## src/rtl/hzc_pkg.sv

```systemverilog
package hzc_pkg;
  typedef enum logic [1:0] {
    REDIR_NONE   = 2'd0,
    REDIR_JUMP   = 2'd1,
    REDIR_FENCE  = 2'd2,
    REDIR_BRANCH = 2'd3
  } redir_src_e;

  typedef struct packed {
    logic stall_if;
    logic stall_id;
    logic stall_ex;
    logic bubble_ex;
  } stall_ctl_t;
endpackage

```

## src/rtl/hzc_dep_detect.sv

```systemverilog
module hzc_dep_detect #(
  parameter int REG_AW = 5
) (
  input  logic              clk,
  input  logic              rst_n,
  input  logic              id_valid_i,
  input  logic [REG_AW-1:0] id_rs1_i,
  input  logic [REG_AW-1:0] id_rs2_i,
  input  logic              id_rs1_used_i,
  input  logic              id_rs2_used_i,
  input  logic              id_jalr_i,
  input  logic              ex_valid_i,
  input  logic [REG_AW-1:0] ex_rd_i,
  input  logic              ex_wr_en_i,
  input  logic              ex_load_i,
  output logic              load_use_o,
  output logic              jalr_dep_o
);
  // Operand depends on the execute result; register 0 is never a producer.
  function automatic logic reads_dest(input logic used,
                                      input logic [REG_AW-1:0] rs,
                                      input logic [REG_AW-1:0] rd);
    return used && (rs == rd) && (rd != '0);
  endfunction

  logic ex_writes;
  logic rs1_hit;
  logic rs2_hit;

  assign ex_writes  = ex_valid_i & ex_wr_en_i;
  assign rs1_hit    = ex_writes & reads_dest(id_rs1_used_i, id_rs1_i, ex_rd_i);
  assign rs2_hit    = ex_writes & reads_dest(id_rs2_used_i, id_rs2_i, ex_rd_i);
  assign load_use_o = id_valid_i & ex_load_i & (rs1_hit | rs2_hit);
  assign jalr_dep_o = id_valid_i & id_jalr_i & rs1_hit;

  assert_x0_free_R4: assert property (@(posedge clk) disable iff (!rst_n)
    (ex_rd_i == '0) |-> (!load_use_o && !jalr_dep_o));
  assert_load_only_R4: assert property (@(posedge clk) disable iff (!rst_n)
    load_use_o |-> (ex_load_i && ex_valid_i && id_valid_i));
endmodule

```

## src/rtl/hzc_redirect_arb.sv

```systemverilog
module hzc_redirect_arb
  import hzc_pkg::*;
#(
  parameter int PC_W = 32
) (
  input  logic            clk,
  input  logic            rst_n,
  input  logic            branch_req_i,
  input  logic            jump_req_i,
  input  logic            fence_sel_i,
  input  logic [PC_W-1:0] branch_tgt_i,
  input  logic [PC_W-1:0] jump_tgt_i,
  input  logic [PC_W-1:0] next_pc_i,
  output redir_src_e      src_o,
  output logic            redirect_o,
  output logic [PC_W-1:0] redirect_pc_o,
  output logic            flush_if_o,
  output logic            flush_id_o
);
  // The older instruction (execute) wins over the younger one (decode).
  always_comb begin
    if (branch_req_i)     src_o = REDIR_BRANCH;
    else if (jump_req_i)  src_o = fence_sel_i ? REDIR_FENCE : REDIR_JUMP;
    else                  src_o = REDIR_NONE;
  end

  always_comb begin
    unique case (src_o)
      REDIR_BRANCH: redirect_pc_o = branch_tgt_i;
      REDIR_FENCE:  redirect_pc_o = next_pc_i;
      REDIR_JUMP:   redirect_pc_o = jump_tgt_i;
      default:      redirect_pc_o = '0;
    endcase
  end

  assign redirect_o = (src_o != REDIR_NONE);
  assign flush_if_o = redirect_o;
  assign flush_id_o = (src_o == REDIR_BRANCH);

  assert_branch_wins_R10: assert property (@(posedge clk) disable iff (!rst_n)
    (branch_req_i && jump_req_i) |-> (redirect_pc_o == branch_tgt_i && flush_id_o));
  assert_branch_flush_R8: assert property (@(posedge clk) disable iff (!rst_n)
    branch_req_i |-> (flush_if_o && flush_id_o && redirect_o));
  assert_fence_next_R7: assert property (@(posedge clk) disable iff (!rst_n)
    (jump_req_i && fence_sel_i && !branch_req_i) |-> (redirect_pc_o == next_pc_i && !flush_id_o));
endmodule

```

## src/rtl/hzc_stall_gen.sv

```systemverilog
module hzc_stall_gen
  import hzc_pkg::*;
(
  input  logic       clk,
  input  logic       rst_n,
  input  logic       ex_busy_i,
  input  logic       wb_busy_i,
  input  logic       hazard_i,
  input  logic       branch_req_i,
  output stall_ctl_t ctl_o
);
  logic hold;
  logic bubble;

  assign hold   = ex_busy_i | wb_busy_i;
  assign bubble = hazard_i & ~hold & ~branch_req_i;

  always_comb begin
    ctl_o.stall_ex  = hold;
    ctl_o.stall_id  = hold | bubble;
    ctl_o.stall_if  = hold | bubble;
    ctl_o.bubble_ex = bubble;
  end

  assert_hold_all_R11: assert property (@(posedge clk) disable iff (!rst_n)
    hold |-> (ctl_o.stall_if && ctl_o.stall_id && ctl_o.stall_ex && !ctl_o.bubble_ex));
  assert_bubble_moves_R3: assert property (@(posedge clk) disable iff (!rst_n)
    ctl_o.bubble_ex |-> (!ctl_o.stall_ex && ctl_o.stall_id));
endmodule

```

## src/rtl/hzc_top.sv

```systemverilog
module hzc_top
  import hzc_pkg::*;
#(
  parameter int REG_AW = 5,
  parameter int PC_W   = 32
) (
  input  logic              clk,
  input  logic              rst_n,
  input  logic              id_valid_i,
  input  logic [REG_AW-1:0] id_rs1_i,
  input  logic [REG_AW-1:0] id_rs2_i,
  input  logic              id_rs1_used_i,
  input  logic              id_rs2_used_i,
  input  logic              id_jump_i,
  input  logic              id_jalr_i,
  input  logic              id_fence_i,
  input  logic [PC_W-1:0]   id_jump_tgt_i,
  input  logic [PC_W-1:0]   id_next_pc_i,
  input  logic              ex_valid_i,
  input  logic [REG_AW-1:0] ex_rd_i,
  input  logic              ex_wr_en_i,
  input  logic              ex_load_i,
  input  logic              ex_br_taken_i,
  input  logic [PC_W-1:0]   ex_br_tgt_i,
  input  logic              ex_busy_i,
  input  logic              wb_busy_i,
  output logic              stall_if_o,
  output logic              stall_id_o,
  output logic              stall_ex_o,
  output logic              flush_if_o,
  output logic              flush_id_o,
  output logic              bubble_ex_o,
  output logic              redirect_o,
  output logic [PC_W-1:0]   redirect_pc_o
);
  // Named internal events
  logic       load_use_w;
  logic       jalr_dep_w;
  logic       hold_w;
  logic       branch_req_w;
  logic       jump_req_w;
  redir_src_e src_w;
  stall_ctl_t ctl_w;

  hzc_dep_detect #(.REG_AW(REG_AW)) u_dep (
    .clk(clk), .rst_n(rst_n),
    .id_valid_i(id_valid_i), .id_rs1_i(id_rs1_i), .id_rs2_i(id_rs2_i),
    .id_rs1_used_i(id_rs1_used_i), .id_rs2_used_i(id_rs2_used_i),
    .id_jalr_i(id_jalr_i),
    .ex_valid_i(ex_valid_i), .ex_rd_i(ex_rd_i), .ex_wr_en_i(ex_wr_en_i),
    .ex_load_i(ex_load_i),
    .load_use_o(load_use_w), .jalr_dep_o(jalr_dep_w)
  );

  assign hold_w       = ex_busy_i | wb_busy_i;
  assign branch_req_w = ex_valid_i & ex_br_taken_i & ~hold_w;
  assign jump_req_w   = id_valid_i & (id_jump_i | id_fence_i) & ~jalr_dep_w & ~hold_w;

  hzc_stall_gen u_stall (
    .clk(clk), .rst_n(rst_n),
    .ex_busy_i(ex_busy_i), .wb_busy_i(wb_busy_i),
    .hazard_i(load_use_w | jalr_dep_w),
    .branch_req_i(branch_req_w),
    .ctl_o(ctl_w)
  );

  hzc_redirect_arb #(.PC_W(PC_W)) u_arb (
    .clk(clk), .rst_n(rst_n),
    .branch_req_i(branch_req_w), .jump_req_i(jump_req_w),
    .fence_sel_i(id_fence_i),
    .branch_tgt_i(ex_br_tgt_i), .jump_tgt_i(id_jump_tgt_i), .next_pc_i(id_next_pc_i),
    .src_o(src_w), .redirect_o(redirect_o), .redirect_pc_o(redirect_pc_o),
    .flush_if_o(flush_if_o), .flush_id_o(flush_id_o)
  );

  assign stall_if_o  = ctl_w.stall_if;
  assign stall_id_o  = ctl_w.stall_id;
  assign stall_ex_o  = ctl_w.stall_ex;
  assign bubble_ex_o = ctl_w.bubble_ex;

  assert_load_bubble_R2: assert property (@(posedge clk) disable iff (!rst_n)
    (load_use_w && !stall_ex_o && !flush_id_o) |-> (stall_if_o && stall_id_o && bubble_ex_o && !redirect_o));
  assert_jalr_wait_R5: assert property (@(posedge clk) disable iff (!rst_n)
    jalr_dep_w |-> (!redirect_o || flush_id_o));
  assert_jump_now_R6: assert property (@(posedge clk) disable iff (!rst_n)
    (id_valid_i && id_jump_i && !id_fence_i && !jalr_dep_w && !stall_ex_o && !branch_req_w)
      |-> (redirect_o && redirect_pc_o == id_jump_tgt_i && !flush_id_o && !stall_id_o));
  assert_quiet_R9: assert property (@(posedge clk) disable iff (!rst_n)
    (!ex_br_taken_i && !(id_valid_i && (id_jump_i || id_fence_i))) |-> (!redirect_o && !flush_id_o && !flush_if_o));
  assert_busy_freeze_R11: assert property (@(posedge clk) disable iff (!rst_n)
    stall_ex_o |-> (!redirect_o && !bubble_ex_o && stall_if_o));
  assert_idle_R1: assert property (@(posedge clk) disable iff (!rst_n)
    (!id_valid_i && !ex_valid_i && !ex_busy_i && !wb_busy_i)
      |-> ({stall_if_o, stall_id_o, stall_ex_o, flush_if_o, flush_id_o, bubble_ex_o, redirect_o} == 7'b0));
endmodule

```

## config.mk

```make
export PLATFORM = sky130hd
export DESIGN_NAME = hzc_top
export DESIGN_NICKNAME = d
export VERILOG_FILES = /design/src/rtl/hzc_pkg.sv /design/src/rtl/hzc_dep_detect.sv /design/src/rtl/hzc_redirect_arb.sv /design/src/rtl/hzc_stall_gen.sv /design/src/rtl/hzc_top.sv
export SDC_FILE = /design/constraint.sdc
export NUM_CORES = 1
export LEC_CHECK = 0
export ABC_AREA = 1
export BUFFER_PORTS_ARGS = -buffer_cell sky130_fd_sc_hd__buf_2
export CAP_MARGIN = 20
export CORE_MARGIN = 3
export CORE_UTILIZATION = 32
export DETAILED_ROUTE_END_ITERATION = 8
export PLACE_DENSITY_LB_ADDON = 0.15
export SLEW_MARGIN = 20
export SYNTH_ARGS = -nofsm -noshare
export SYNTH_HDL_FRONTEND = slang
export SYNTH_SLANG_ARGS = --single-unit
```

## constraint.sdc

```tcl
create_clock -name vclk -period 1.8
set_input_delay 0.27 -clock vclk [all_inputs]
set_output_delay 0.27 -clock vclk [all_outputs]
set_load 0.02 [all_outputs]
```

==> run_results.csv <==
group,metric,value,unit
outcome,status,"complete, but fails checks",
outcome,violations,"negative setup slack",
detailed_routing,drt_wl_total,6.585,mm
worst_setup_path,worst_setup_path_end_kind,"output pin",
pwr,finalPower,505.2,uW
sta,period_needed,1.837,ns
sta,worstMarginPinSlew,0.4231,ns
logic_synthesis,yosysTopAreaCell,"nand4_1",
pwr,switchingPower,236.5,uW
place,placed_area,2003,sq um
worst_setup_path,worst-path-stages,10,
pwr,leakage,0.001448,uW
cells_and_area,fillCellCount,244,
run,drv_cap,0,
detailed_routing,drc_errors,0,
sta,setup_slack,-0.03662,ns
sta,hold_violations,0,
sta,slew_headroom,0.7176,
worst_setup_path,cp-start-kind,"input pin",
global_route,grt_max_degree,49,
global_route,grt_pass1_wl,6.803,mm
hold_path,min_path_type,"in -> out",
floorplan,start_util,0.3355,
detailed_routing,firstDrtPassIters,4,
logic_synthesis,yosysSeqAreaShare,0,
logic_synthesis,synth_top_cell_area_share,0.3520,
worst_setup_path,crit_path_end,"redirect_pc_o[14]",
worst_setup_path,critical_path.top_delay_family,"buffers and inverters",
worst_setup_path,worstPathRequired,1.53,ns
cells_and_area,seqCellArea,0,sq um
worst_setup_path,cp_cell_sequence,"buf_6 -> nor2_4 -> inv_2 -> buf_6 -> nor3_4 -> buf_6 -> buf_6 -> nand4_1 -> nand3_1 -> buf_6",
pwr,pwr-share-comb,1.000,
cells_and_area,layout.nets,513,
logic_synthesis,synth_common_cells,"nand4_1 (64), nand2_1 (51), nand3_1 (34)",
pwr,sw_frac_of_total,0.4681,
sta,grt_setup_unrepaired,"yes",
detailed_routing,first_iter_violations,207,
sta,max_freq,544.5,MHz
worst_setup_path,path_max_fanout,6,
place,placedCellCount,408,
place,hpwlAfterDp,3.681,mm
worst_setup_path,arrival,1.57,ns
pwr,sequentialPowerShare,0,
logic_synthesis,netlist_instances,213,
place,globalplace.congestion,0.6966,
pwr,clkPwrFrac,0,
global_route,grt_usage,0.1857,
place,port_buffers,162,
worst_setup_path,cpMostUsedCell,"buf_6",
detailed_routing,vias,2333,
worst_setup_path,worst-path-buf-inv,6,
detailed_routing,ant_nets,0,
cells_and_area,diodes,0,
floorplan,fp-row-count,21,
sta,fin_crit_sh,1.020,
cells_and_area,multiInputGateArea,1037,sq um
sta,finalSetupViolations,18,
cells_and_area,finalInstanceArea,2734,sq um
cts,ctsHoldBuffers,0,
pwr,ir_drop,0.1286,mV
worst_setup_path,startpoint,"ex_busy_i",
logic_synthesis,synth.avg_cell_area,5.340,sq um
pwr,p_per_area,184.8,nW/um^2
global_route,grt.overflow.total,0,
worst_setup_path,crit_path_top_delay_cell,"nor3_4",
cells_and_area,sequential_cell_total,0,
worst_setup_path,path_class,"in -> out",
floorplan,fp.coreArea,3390,sq um
logic_synthesis,yosysWarnings,0,
sta,slew_violations,0,
floorplan,fp.dieArea,4305,sq um
global_route,grt_pass1_vias,1606,
logic_synthesis,syn-num-nets,338,
cells_and_area,drive_gt1_frac,0.5751,
logic_synthesis,synth_area,1137,sq um
logic_synthesis,synth_most_common_cell,"nand4_1",
logic_synthesis,ys_types,22,
floorplan,chipHeight,65.62,um
detailed_routing,wl_per_cell,15.24,um
detailed_routing,viasPerCell,5.400,
worst_setup_path,max_stage_delay,0.26,ns
floorplan,io_pins,164,
cells_and_area,finalNonFillerCells,432,
floorplan,chipWidth,65.62,um
logic_synthesis,synth.area.top_cells,"nand4_1 (35%), nand2_1 (17%), nand3_1 (15%)",
cells_and_area,areaGrowthSynthToFinish,140.4,%
pwr,intPower,268.7,uW
cells_and_area,clkbuf_count,0,
global_route,antenna_found_initial,0,
metrics by stage:
step	hold WS, ns	worst slack [ns]	util	TNS, ns
3_5_place_dp	0.8722	0.002776	0.5910	0
3_3_place_gp	0.8702	-0.01888	0.5910	-0.1306
6_report	0.8484	-0.03662	0.8066	-0.3211
5_1_grt	0.8678	-0.1445	0.8066	-2.525
2_1_floorplan	0.7030	0.02391	-	0
4_1_cts	0.8723	0.009989	0.5925	0
cells by family after synthesis:
family          after synthesis  synth area share
compound gates                4           0.01759
xor+xnor                      7           0.05391
buf+inv                      39            0.1815
simple gates                163            0.7470
metal layers:
layer,routed length [um],vias to the layer above,GRT usage
li1,-,1135,-
met1,2509,1072,0.2289
met2,3464,118,0.3527
met3,565,8,0.02735
met4,46,0,0.007772
met5,0,-,0
cell usage in the layout (no fill, tap or decap), drive strengths merged:
cell,instances
nand4,64
inv,14
nand3,36
a21oi,2
nor3,2
nand3b,1
xnor2,5
buf,189
nand2,51
or2,1
xor2,2
o21ai,2
nor2,9
clkbuf,8
worst min-delay path, stage by stage:
cell and delay [ns]:
buf_2 0.07, nand2_1 0.04, nand3_1 0.07, buf_6 0.12
cell type report:
cell class                 count  share of cell area
tap                           46             0.02105
multi-input combinational    175              0.3794
inverter                      14             0.02014
timing repair buffer         197              0.5794
how the worst min path moves through the flow:
stage                    start                 to  slack [ns]  cells after the start
5_1_grt        ex_br_tgt_i[23]  redirect_pc_o[23]        0.87                      4
2_1_floorplan        ex_busy_i         stall_ex_o        0.70                      2
3_5_place_dp    ex_br_tgt_i[5]   redirect_pc_o[5]        0.87                      4
3_3_place_gp    ex_br_tgt_i[0]   redirect_pc_o[0]        0.87                      4
6_report       ex_br_tgt_i[25]  redirect_pc_o[25]        0.85                      4
4_1_cts         ex_br_tgt_i[5]   redirect_pc_o[5]        0.87                      4
power by group through the flow:
stage	combinational, uW	clock [uW]	sequential, uW
final	505	0	0
after CTS	374	0	0
after detailed placement	372	0	0
after floorplan	168	0	0
after global routing	537	0	0
after global placement	369	0	0
what timing repair did:
item | in CTS | in global routing
resized for setup | 1 | 111
endpoints found under the setup margin | 6 | 34
buffers inserted | 0 | 8
pin swaps | 0 | 78
endpoints found under the hold margin | 0 | 0
cloned | 0 | 16
No activity file was read; power rests on OpenSTA's default activity.
